===== src/rtl/tagchk_pkg.sv =====
`timescale 1ns/1ps
package tagchk_pkg;
    typedef enum logic [2:0] {
        CL_ALU  = 3'd0,
        CL_MOV  = 3'd1,
        CL_LOAD = 3'd2,
        CL_IMM  = 3'd3,
        CL_JDIR = 3'd4,
        CL_JIND = 3'd5,
        CL_CALL = 3'd6,
        CL_RET  = 3'd7
    } iclass_e;

    typedef enum logic {
        ST_RUN  = 1'b0,
        ST_TRAP = 1'b1
    } tstate_e;

    localparam logic [1:0] IMM_W8  = 2'd0;
    localparam logic [1:0] IMM_W16 = 2'd1;
endpackage


===== src/rtl/tagchk_result.sv =====
`timescale 1ns/1ps
module tagchk_result
    import tagchk_pkg::*;
#(
    parameter int W = 32
) (
    input  iclass_e        cls,
    input  logic [W-1:0]   a,
    input  logic           ta,
    input  logic [W-1:0]   b,
    input  logic           tb,
    input  logic [1:0]     imm_size,
    input  logic           compat,
    output logic           writes,
    output logic [W-1:0]   data,
    output logic           tag
);
    logic narrow_imm;
    assign narrow_imm = (imm_size == IMM_W8) || (imm_size == IMM_W16);

    always_comb begin
        writes = 1'b0;
        data   = '0;
        tag    = 1'b0;
        unique case (cls)
            CL_ALU: begin
                writes = 1'b1;
                data   = a + b;
                tag    = ta & tb;
            end
            CL_MOV, CL_LOAD: begin
                writes = 1'b1;
                data   = a;
                tag    = ta;
            end
            CL_IMM: begin
                writes = 1'b1;
                data   = b;
                tag    = compat | ~narrow_imm;
            end
            CL_JDIR, CL_JIND, CL_CALL, CL_RET: begin
                writes = 1'b0;
            end
            default: writes = 1'b0;
        endcase
    end
endmodule


===== src/rtl/tagchk_target.sv =====
`timescale 1ns/1ps
module tagchk_target
    import tagchk_pkg::*;
#(
    parameter int W = 32
) (
    input  iclass_e        cls,
    input  logic [W-1:0]   a,
    input  logic           ta,
    input  logic [W-1:0]   b,
    output logic           is_ctrl,
    output logic [W-1:0]   target,
    output logic           low_target
);
    always_comb begin
        is_ctrl    = 1'b0;
        target     = '0;
        low_target = 1'b0;
        unique case (cls)
            CL_JDIR: begin
                is_ctrl = 1'b1;
                target  = b;
            end
            CL_JIND, CL_CALL, CL_RET: begin
                is_ctrl    = 1'b1;
                target     = a;
                low_target = ~ta;
            end
            CL_ALU, CL_MOV, CL_LOAD, CL_IMM: is_ctrl = 1'b0;
            default: is_ctrl = 1'b0;
        endcase
    end
endmodule


===== src/rtl/tagchk_unit.sv =====
`timescale 1ns/1ps
module tagchk_unit
    import tagchk_pkg::*;
#(
    parameter int W = 32
) (
    input  logic           clk,
    input  logic           rst_n,
    input  logic           in_valid,
    input  logic [2:0]     in_class,
    input  logic [W-1:0]   op_a,
    input  logic           tag_a,
    input  logic [W-1:0]   op_b,
    input  logic           tag_b,
    input  logic [1:0]     imm_size,
    input  logic           compat,
    output logic           wb_valid,
    output logic [W-1:0]   wb_data,
    output logic           wb_tag,
    output logic           br_valid,
    output logic [W-1:0]   br_target,
    output logic           trap,
    output logic [W-1:0]   trap_target
);
    iclass_e       cls;
    tstate_e       state, state_nx;
    logic          writes, res_tag, is_ctrl, low_target, accept, fire_trap;
    logic [W-1:0]  res_data, tgt;

    assign cls = iclass_e'(in_class);

    tagchk_result #(.W(W)) u_result (
        .cls(cls), .a(op_a), .ta(tag_a), .b(op_b), .tb(tag_b),
        .imm_size(imm_size), .compat(compat),
        .writes(writes), .data(res_data), .tag(res_tag)
    );

    tagchk_target #(.W(W)) u_target (
        .cls(cls), .a(op_a), .ta(tag_a), .b(op_b),
        .is_ctrl(is_ctrl), .target(tgt), .low_target(low_target)
    );

    assign accept    = in_valid && (state == ST_RUN);
    assign fire_trap = accept && low_target;

    // next state: RUN_TO_TRAP on a low-tagged indirect target, TRAP_TO_RUN always
    always_comb begin
        state_nx = state;
        unique case (state)
            ST_RUN:  state_nx = fire_trap ? ST_TRAP : ST_RUN;
            ST_TRAP: state_nx = ST_RUN;
            default: state_nx = ST_RUN;
        endcase
    end

    always_ff @(posedge clk) begin
        if (!rst_n) state <= ST_RUN;
        else        state <= state_nx;
    end

    always_ff @(posedge clk) begin
        if (!rst_n) begin
            wb_valid    <= 1'b0;
            wb_data     <= '0;
            wb_tag      <= 1'b0;
            br_valid    <= 1'b0;
            br_target   <= '0;
            trap_target <= '0;
        end else begin
            wb_valid  <= accept && writes;
            wb_data   <= res_data;
            wb_tag    <= res_tag;
            br_valid  <= accept && is_ctrl && !low_target;
            br_target <= tgt;
            if (fire_trap) trap_target <= tgt;
        end
    end

    assign trap = (state == ST_TRAP);
endmodule


===== config.mk =====
export PLATFORM = sky130hd
export DESIGN_NAME = tagchk_unit
export DESIGN_NICKNAME = d
export VERILOG_FILES = /design/src/rtl/tagchk_pkg.sv /design/src/rtl/tagchk_result.sv /design/src/rtl/tagchk_target.sv /design/src/rtl/tagchk_unit.sv
export SDC_FILE = /design/constraint.sdc
export NUM_CORES = 1
export LEC_CHECK = 0
export BUFFER_PORTS_ARGS = -buffer_cell sky130_fd_sc_hd__buf_2
export CORE_MARGIN = 2
export CORE_UTILIZATION = 48
export CTS_BUF_LIST = sky130_fd_sc_hd__clkbuf_8
export DETAILED_ROUTE_END_ITERATION = 10
export GPL_ROUTABILITY_DRIVEN = 0
export PLACE_DENSITY = 0.79
export SLEW_MARGIN = 40
export SYNTH_ARGS = -nofsm -noshare
export SYNTH_HDL_FRONTEND = slang
export SYNTH_SLANG_ARGS = --single-unit

===== constraint.sdc =====
create_clock -name clk -period 2.2 [get_ports clk]
set_input_delay 0.44 -clock clk [delete_from_list [all_inputs] [get_ports clk]]
set_output_delay 0.44 -clock clk [all_outputs]
set_load 0.01 [all_outputs]

After elaboration in Yosys (flattened, before gate mapping)
Cells that the tools add are included.
- $add $sub $neg: 1
- eq/ne operators: 8
- mux-type cells: 8
- bitwise operators: 5
- reduce and logical (&&, ||, !) cells: 13
- operators by type and width (operator ; number):
    case mux 32 bit (3 select lines) ; 1
    case mux 32 bit (2 select lines) ; 1
    adder 32 bit ; 1
    equality test 3 bit, second input constant ; 4
    OR reduction 4 bit ; 2
    equality test 3 x 2 -> 1 bit, second input constant ; 2
    case mux 1 bit (2 select lines) ; 3
    logical AND 1 bit ; 5
    equality test 3 x 1 -> 1 bit, second input constant ; 1
    zero test 3 bit ; 1
    inverter 1 bit ; 3
    case mux 1 bit (3 select lines) ; 1
    OR reduction 3 bit ; 1
    equality test 2 x 1 -> 1 bit, second input constant ; 1
    zero test 2 bit ; 1
    2-to-1 mux 1 bit ; 2
    OR reduction 2 bit ; 1
    bitwise AND 1 bit ; 1
    zero test 1 bit ; 1
    logical OR 1 bit ; 1
    bitwise OR 1 bit ; 1
- register bits after elaboration: 100
- input bits: 75

Longest topological paths before layout
Gate-level depths: netlist of run 1.
- word-level depth: 6
- depth in mapped cells: 10

Modules after synthesis
Synthesis of run 1 repeated with hierarchy kept, for this count alone.
- cell total of the unflattened synthesis: 812
- area, all modules: 6475.0 µm²
- modules (own cells, without submodules) (module ; instances ; cells an instance ; area an instance (µm²)):
    tagchk_unit ; 1 ; 283 ; 3044.2
    tagchk_result ; 1 ; 412 ; 2772.7
    tagchk_target ; 1 ; 117 ; 658.1

Worst setup path before layout of run 1
No wires, ideal clock.
- path kind: input-to-reg
- start: input op_a[0]
- end: register wb_data[26]
- arrival: 2282 ps
- data required time: 2138 ps
- slack: -143 ps
- cell stages on the path: 10
- buffers on the path: 0
- cell sequence: ha_1 -> inv_1 -> fa_1 -> nor2b_1 -> o31a_1 -> o21ai_1 -> a31oi_1 -> a21oi_1 -> or4_1 -> nand3_1
- cells in the longest elaborated chain, start to end: 2
- RTL lines (item ; line ; RTL):
    from (decl) ; tagchk_unit.sv:11 ; input logic [W-1:0] op_a,
    adder 32 bit ; tagchk_result.sv:28 ; data = a + b;
    case mux 32 bit (3 select lines) ; tagchk_result.sv:25 ; unique case (cls)
    to (signal assigned) ; tagchk_unit.sv:71 ; wb_data <= res_data;
    to (decl) ; tagchk_unit.sv:18 ; output logic [W-1:0] wb_data,
No other way between the ends.
A chain may end at the register's enable or synchronous reset.

Worst setup path after layout of run 1
- start: input op_a[0]
- end: register wb_data[6]
Same word-level chain as after synthesis.

==> metrics.yaml, run 1 <==
logic_synthesis:
  synth_top_area_cell: "dfxtp_1"
  yosysMostFrequentCell: "dfxtp_1"
  post_synth_instance_area_um2: 5570
  seq_area_frac_synth: 0.359
  synthTopCellsByArea: "dfxtp_1, a22oi_1, ha_1"
  gate_count_post_synth: 635
  synth_largest_type_area_fraction: 0.359
  netlist-cell-type-count: 63
  synth_seq_cells: 100
  synth_flop_cell: "dfxtp_1"
  synth_edf_count: 0
  yosys_warnings: 0
  synth_async_sr_flop_share: 0
  synth_commonest_cells: "dfxtp_1, nand2_1, a22oi_1, clkbuf_1"
  syn_nets: 742
  syn_area_per_cell_um2: 8.77
route:
  drcViolationCount: 0
  drt_pass1_iterations: 6
  final_antenna_net_count: 0
  initialDrtViolationCount: 585
  routed_wire_length_per_instance_um: 18.6
  num_vias: 6351
  route.final.wire_length_mm: 19.5
  avgViaCountPerCell: 6.05
setup_path:
  critPathLaunchType: "input port"
  worstPathRequired_ns: 2.50
  timing.rr.end: "trap_target[19]"
  worst_r2r_startpoint: "trap"
  timing.reg2reg.worst_path_depth: 5
  slack_of_the_worst_reg_to_reg_path_ns: 0.78
  worstSetupPathType: "input port to register"
  critical_path.max_fanout: 3
  crit_arrival_ns: 2.54
  critPathLaunch: "op_a[0]"
  critical_path_sink: "wb_data[6]"
  cp-end-kind: "register"
layout:
  finalNetCount: 1009
  register_area_um2: 2000
  syn2layout_area_growth_pct: 40.7
  layout.filler_cells: 875
  n_diodes: 0
  finish.cell_count_without_fillers: 1050
  multi_input_area_um2: 3560
  fraction_of_layout_cells_with_a_size_suffix_above_1: 0.396
sta:
  fmax_mhz: 448
  final.setup.worst_slack_ns: -0.0343
  layout_worst_path_cycle_share: 1.02
  grt_setup_unrepaired: "yes"
  timing_worst_slew_pin_value_ns: 0.581
  fin_setup_tns_ns: -0.0343
  timing.final.max_slew_violations: 0
  setup_viol_count_final: 1
  fin_skew_ns: 0.00814
  finalCriticalPeriod_ns: 2.23
  count_of_endpoints_failing_hold_in_the_final_timing_report: 0
  maxSlewHeadroom: 0.613
floorplan:
  die-area_um2: 12500
  die-height_um: 112
  fp.dieW_um: 112
  core_area_um2: 11400
  ios: 175
  core.rowCount: 39
  start_util: 0.490
cts:
  cts_clock_pin_slew_for_the_worst_setup_and_hold_paths_ns: 0.10
  cts-root-to-sink-buffers: 2
  htree_levels: 3
  clk_latency_ns: 0.38
  tritoncts.num_buffers: 9
  cts_tree: "built"
  clock_root_cell: "clkbuf_8"
  clkSinkCount: 100
outcome:
  run_status: "finished, violations left"
  violations_in_the_final_reports: "setup timing"
power_and_ir_drop:
  power.density_nw_per_um2: 570
  total_leakage_power_nw: 4.02
  vdd_ir_drop_max_v: 0.000485
  power.total_mw: 4.46
hold_path:
  hold_path_class: "input port to register"
global_route:
  grt_pass1_wl_mm: 30.2
  first_global_vias: 6332
  largest_net_degree_at_the_start_of_global_routing: 67
  gr-total-overflow: 0
  grt_antenna_before_repair: 0
  grtUsageTotal: 0.298
place:
  placed_cells_incl_taps: 1029
  io_buffers: 173
  hpwl_mm: 14.6
job:
  cap_viol_max_count: 0
-- critical path, cell delays in order --
cell and delay (ns):
buf_2 0.12, ha_4 0.16, inv_2 0.05, fa_2 0.21, nor2b_2 0.05, o31a_1 0.31
buf_4 0.16, o21a_1 0.18, o21a_1 0.19, or3b_2 0.50, a21oi_2 0.17
-- layer usage --
layer	vias up	GRT usage	part of all wire
li1	2908	-	-
met1	2989	0.344	0.38
met2	372	0.507	0.47
met3	82	0.0615	0.090
met4	0	0.183	0.053
met5	-	0	0
-- report_power, final --
group / switching (mW) / total, mW / internal [mW] / leakage (nW)
Combinational: 0.744 / 1.39 / 0.647 / 3.10
Sequential: 0.0313 / 1.92 / 1.89 / 0.817
Clock: 0.694 / 1.15 / 0.455 / 0.101
Total: 1.47 / 4.46 / 2.99 / 4.02
-- sequential cells by signal (all words and copies together), names as in the netlist --
register / flops
br_target: 32
br_valid: 1
trap: 1
trap_target: 32
wb_data: 32
wb_tag: 1
wb_valid: 1
-- how the worst min path moves through the flow --
stage	startpoint	endpoint	slack, ns	cells after the start
6_report	compat	wb_tag	0.36	3
5_1_grt	in_class[2]	br_valid	0.36	3
4_1_cts	in_class[2]	br_valid	0.35	3
3_5_place_dp	trap_target[30]	trap_target[30]	0.48	1
3_3_place_gp	trap_target[2]	trap_target[2]	0.47	1
2_1_floorplan	trap_target[0]	trap_target[0]	0.54	1
-- placed cells by master (no fill, tap or decap), drive strengths merged, types with 13 or more instances in the layout --
cell type	n
a21oi	38
a22oi	53
a21o	18
nand2	61
ha	31
o21ai	19
buf	304
nor2	27
o211a	32
o22ai	16
nor2b	36
nor3	13
dfxtp	100
-- kinds of logic after synthesis --
family,count (synthesis),synth area share
XOR/XNOR,18,0.0283
AO/OA/AOI/OAI,246,0.329
AND/OR/NAND/NOR,179,0.162
flip-flops,100,0.359
multiplexers,4,0.00719
buffers and inverters,56,0.0407
adder cells (fa/ha/maj),32,0.0732
-- stage by stage --
step | setup WS [ns] | hold WS [ns] | cell area, µm² | utilization
6_report | -0.0343 | 0.364 | 7840 | 0.689
5_1_grt | -0.0833 | 0.361 | 7840 | 0.689
4_1_cts | 0.00194 | 0.348 | 7730 | 0.680
3_5_place_dp | -0.477 | 0.485 | 7530 | 0.662
3_3_place_gp | -0.400 | 0.474 | 7530 | 0.662
2_1_floorplan | -0.0382 | 0.539 | 5700 | -
-- layout make-up --
type / count / area share
Clock buffer: 10 / 0.0176
Sequential cell: 100 / 0.256
Inverter: 8 / 0.00383
Timing Repair Buffer: 304 / 0.239
Tap cell: 143 / 0.0228
Multi-Input combinational cell: 479 / 0.454
Clock inverter: 6 / 0.00655
-- repair_timing --
| action | in CTS | in global routing |
|---|---|---|
| setup endpoints to repair | 1 | 9 |
| pin swaps | 0 | 6 |
| hold buffers | 0 | 0 |
| buffers inserted | 0 | 5 |
| resized for setup | 1 | 12 |
Note: power is estimated with default switching activity, not from simulation.
==> run 2, diff against run 1 <==
PLACE_DENSITY = 0.9   (was 0.79)
==> metrics.yaml, run 2 (synthesis results as in run 1) <==
cts:
  tritoncts.num_buffers: 9
  cts-root-to-sink-buffers: 2
  cts_tree: "built"
  htree_levels: 3
  cts_clock_pin_slew_for_the_worst_setup_and_hold_paths_ns: 0.11
  hold_buffers: 0
  clk_latency_ns: 0.39
  clock_root_cell: "clkbuf_8"
  clkSinkCount: 100
sta:
  finalCriticalPeriod_ns: 2.15
  final.setup.worst_slack_ns: 0.0517
  timing.final.max_slew_violations: 0
  fin_hold_ws_ns: 0.343
  layout_worst_path_cycle_share: 0.977
  timing_worst_slew_pin_value_ns: 0.576
  count_of_endpoints_failing_hold_in_the_final_timing_report: 0
  setup_viol_count_final: 0
  maxSlewHeadroom: 0.616
  grt_setup_unrepaired: "yes"
  fin_skew_ns: 0.00822
  fmax_mhz: 465
layout:
  finalNetCount: 995
  largest_registers: "br_target: 32 flops, trap_target: 32 flops, wb_data: 32 flops"
  layout_commonest_cell: "buf_2"
  post-route-cell-area_um2: 7740
  fraction_of_layout_cells_with_a_size_suffix_above_1: 0.383
  layout.filler_cells: 883
  finalCoreUtilization: 0.681
  n_diodes: 0
  syn2layout_area_growth_pct: 39.1
  most-common-layout-cells: "buf_2, buf_4, dfxtp_1"
floorplan:
  die-height_um: 112
  ios: 175
  core.rowCount: 39
  core_area_um2: 11400
  fp.dieW_um: 112
  die-area_um2: 12500
  start_util: 0.490
hold_path:
  holdPathStages: 3
  hold_path_class: "input port to register"
power_and_ir_drop:
  power.density_nw_per_um2: 585
  power.total_mw: 4.53
  vdd_ir_drop_max_v: 0.000690
  total_leakage_power_nw: 3.95
setup_path:
  timing.reg2reg.worst_path_depth: 5
  critical_path_sink: "wb_data[27]"
  worst_r2r_startpoint: "trap"
  critPathLaunch: "op_a[1]"
  critical_path.max_fanout: 5
  crit_arrival_ns: 2.45
  worstPathRequired_ns: 2.50
  worstSetupPathType: "input port to register"
  critPathLaunchType: "input port"
  slack_of_the_worst_reg_to_reg_path_ns: 0.85
  cp-end-kind: "register"
  timing.rr.end: "trap_target[12]"
global_route:
  grt_pass1_wl_mm: 28.8
  largest_net_degree_at_the_start_of_global_routing: 67
  gr-total-overflow: 0
  grtUsageTotal: 0.289
  first_global_vias: 5834
  grt_antenna_before_repair: 0
route:
  avgViaCountPerCell: 5.93
  num_vias: 6142
  drcViolationCount: 0
  final_antenna_net_count: 0
  routed_wire_length_per_instance_um: 18.2
  drt_pass1_iterations: 7
  initialDrtViolationCount: 608
  route.final.wire_length_mm: 18.9
place:
  placement.cell_area_um2: 7490
  hpwl_mm: 14.3
  detailedPlace.worstSlack_ns: -0.379
  io_buffers: 173
job:
  cap_viol_max_count: 0
outcome:
  run_status: "completed"
run 2: power breakdown:
group | leakage (nW) | internal, mW | total (mW) | switching [mW]
sequential | 0.817 | 1.89 | 1.92 | 0.0287
combinational | 3.04 | 0.623 | 1.35 | 0.727
clock | 0.0995 | 0.545 | 1.26 | 0.713
run 2: layout make-up:
cell class	count	area, µm²	share of cell area
sequential	100	2000	0.258
inverter	8	30.0	0.00388
timing repair buffer	290	1790	0.232
multi-input combinational	479	3530	0.456
clock inverter	7	85.1	0.0110
clock buffer	9	124	0.0160
tap	143	179	0.0231
run 2: critical path, stage by stage:
cell and delay (ns):
buf_2 0.12, ha_1 0.28, a21oi_1 0.09, nand4b_1 0.27, a21bo_1 0.27, a41o_4 0.31, o21ai_4 0.23, a311oi_2 0.14
a211o_1 0.28
run 2: how the worst min path moves through the flow:
| stage | from | end | slack (ns) |
|---|---|---|---|
| after floorplan | trap_target[0] | trap_target[0] | 0.54 |
| after detailed placement | trap_target[18] | trap_target[18] | 0.48 |
| final | compat | wb_tag | 0.34 |
| after global placement | trap_target[19] | trap_target[19] | 0.48 |
| after global routing | imm_size[1] | wb_tag | 0.34 |
| after CTS | in_class[2] | br_valid | 0.33 |
run 2: repair_timing:
action	4_1_cts	5_1_grt
resized for setup	0	7
endpoints found under the hold margin	0	0
setup endpoints to repair	0	8
buffers inserted	0	0
run 2: through the flow:
step	setup TNS, ns	cells
global placement	-4.92	1020
CTS	0	1036
detailed placement	-5.55	1020
finish	0	1036
global route	-0.0189	1036
floorplan	-0.121	635
run 2: layer usage:
layer  part of all wire  track usage  up-vias
met5                  0            0        -
met4              0.043        0.136        0
met3              0.088       0.0713       58
met2               0.48        0.502      332
met1               0.38        0.335     2868
li1                   -            -     2884
==> run 3, diff against run 2 <==
SETUP_SLACK_MARGIN = 0.1   (was unset)
==> metrics.yaml, run 3 (synthesis results as in run 1) <==
cts:
  tritoncts.num_buffers: 9
  clk_latency_ns: 0.40
  clkSinkCount: 100
  clock_root_cell: "clkbuf_8"
  cts_tree: "built"
  htree_levels: 3
  cts-root-to-sink-buffers: 2
  cts_clock_pin_slew_for_the_worst_setup_and_hold_paths_ns: 0.11
floorplan:
  core.rowCount: 39
  ios: 175
  core_area_um2: 11400
  start_util: 0.490
  fp.dieW_um: 112
  die-height_um: 112
  die-area_um2: 12500
route:
  routed-wl-met3_mm: 1.52
  drcViolationCount: 0
  final_antenna_net_count: 0
  top_layer: "met4"
  route.final.wire_length_mm: 19.2
  drt_pass1_iterations: 7
  avgViaCountPerCell: 5.92
  met1Wirelength_mm: 7.61
  routed_wire_length_per_instance_um: 18.3
  met2_wirelength_mm: 9.15
  num_vias: 6194
  initialDrtViolationCount: 599
global_route:
  largest_net_degree_at_the_start_of_global_routing: 67
  first_global_vias: 6059
  grt_pass1_wl_mm: 29.6
  grtUsageTotal: 0.296
  grt_antenna_before_repair: 0
  gr-total-overflow: 0
setup_path:
  critical_path.max_fanout: 4
  worst_r2r_startpoint: "trap"
  timing.critical_path.cells: "buf_2 > ha_4 > and4_1 > and2_4 > a21bo_1 > a41o_4 > o21ai_4 > a311oi_2 > a211o_1"
  crit_arrival_ns: 2.41
  critPathLaunchType: "input port"
  worst_path_max_delay_cell: "a211o_1"
  worstSetupPathType: "input port to register"
  critPathLaunch: "op_a[6]"
  critPathMaxStageDelay_ns: 0.28
  worstPathRequired_ns: 2.50
  cp-end-kind: "register"
job:
  cap_viol_max_count: 0
layout:
  fraction_of_layout_cells_with_a_size_suffix_above_1: 0.409
  finish.cell_count_without_fillers: 1046
  n_diodes: 0
  largest_registers: "br_target: 32 flops, trap_target: 32 flops, wb_data: 32 flops"
  most-common-layout-cells: "buf_2, buf_4, dfxtp_1"
  syn2layout_area_growth_pct: 42.7
  finalNetCount: 1005
  layout_commonest_cell: "buf_2"
  finalCoreUtilization: 0.699
power_and_ir_drop:
  power.share.switching: 0.340
  share_clk_of_total_power: 0.266
  power.density_nw_per_um2: 572
  power_report.internal_total_mw: 3.00
  power.total_mw: 4.55
  vdd_ir_drop_max_v: 0.000474
  power_frac_comb: 0.311
  p_sw_mw: 1.55
  power_frac_seq: 0.422
  total_leakage_power_nw: 4.01
outcome:
  run_status: "completed"
hold_path:
  hold_path_class: "input port to register"
  holdCritStartpoint: "compat"
sta:
  maxSlewHeadroom: 0.606
  count_of_endpoints_failing_hold_in_the_final_timing_report: 0
  setup_viol_count_final: 0
  layout_worst_path_cycle_share: 0.961
  timing_worst_slew_pin_value_ns: 0.590
  fin_skew_ns: 0.00386
  finalCriticalPeriod_ns: 2.12
  timing.final.max_slew_violations: 0
  grt_setup_unrepaired: "yes"
  final.setup.worst_slack_ns: 0.0847
  fmax_mhz: 473
place:
  placed_cells_incl_taps: 1022
  io_buffers: 173
  hpwl_mm: 14.0
  detailedPlace.worstSlack_ns: -0.378
-- run 3: worst max-delay path, delay by kind of cell --
family	cells	cell delay (ns)
AOI/OAI and AO/OA	5	1.17
and+or+nand+nor	2	0.40
adders and majority gates	1	0.27
buffers and inverters	1	0.13
-- run 3: power by group through the flow --
stage               Combinational, mW  Sequential [mW]  Clock (mW)
global route                     1.53             1.93        1.31
CTS                              1.32             1.92        1.22
global placement                 1.28             1.96           0
finish                           1.42             1.92        1.21
floorplan                       0.690             2.00           0
detailed placement               1.31             1.96           0
-- run 3: final cells by class --
type	count	area, µm²
fillers	885	3420
flip-flops and latches	100	2000
clock inverters	7	78.8
clock buffers	9	124
multi-input cells	479	3650
repair buffers	300	1880
inverters	8	30.0
well taps	143	179
-- run 3: worst paths after layout --
check	endpoint	cells after the start	slack (ns)
worst max register to register	trap_target[19]	5	0.81
worst max-delay path	wb_data[27]	9	0.08
worst min register to register	trap_target[24]	1	0.50
worst min-delay path	wb_tag	3	0.33
-- run 3: repair_timing --
| item | in CTS | in global routing |
|---|---|---|
| resized for setup | 1 | 28 |
| endpoints found under the hold margin | 0 | 0 |
| setup endpoints to repair | 2 | 13 |
| hold buffers | 0 | 0 |
| pin swaps | 1 | 14 |
| setup buffers | 0 | 8 |
-- run 3: through the flow --
step	TNS, ns	hold WS [ns]	cell area, µm²
4_1_cts	0	0.330	7740
3_3_place_gp	-4.63	0.474	7530
5_1_grt	0	0.356	7950
2_1_floorplan	-0.0190	0.539	5740
6_report	0	0.331	7950
3_5_place_dp	-5.29	0.481	7530
-- run 3: per-layer routing --
metal,vias up,GRT usage
li1,2908,-
met1,2896,0.338
met2,332,0.511
met3,58,0.0724
met4,0,0.156
met5,-,0
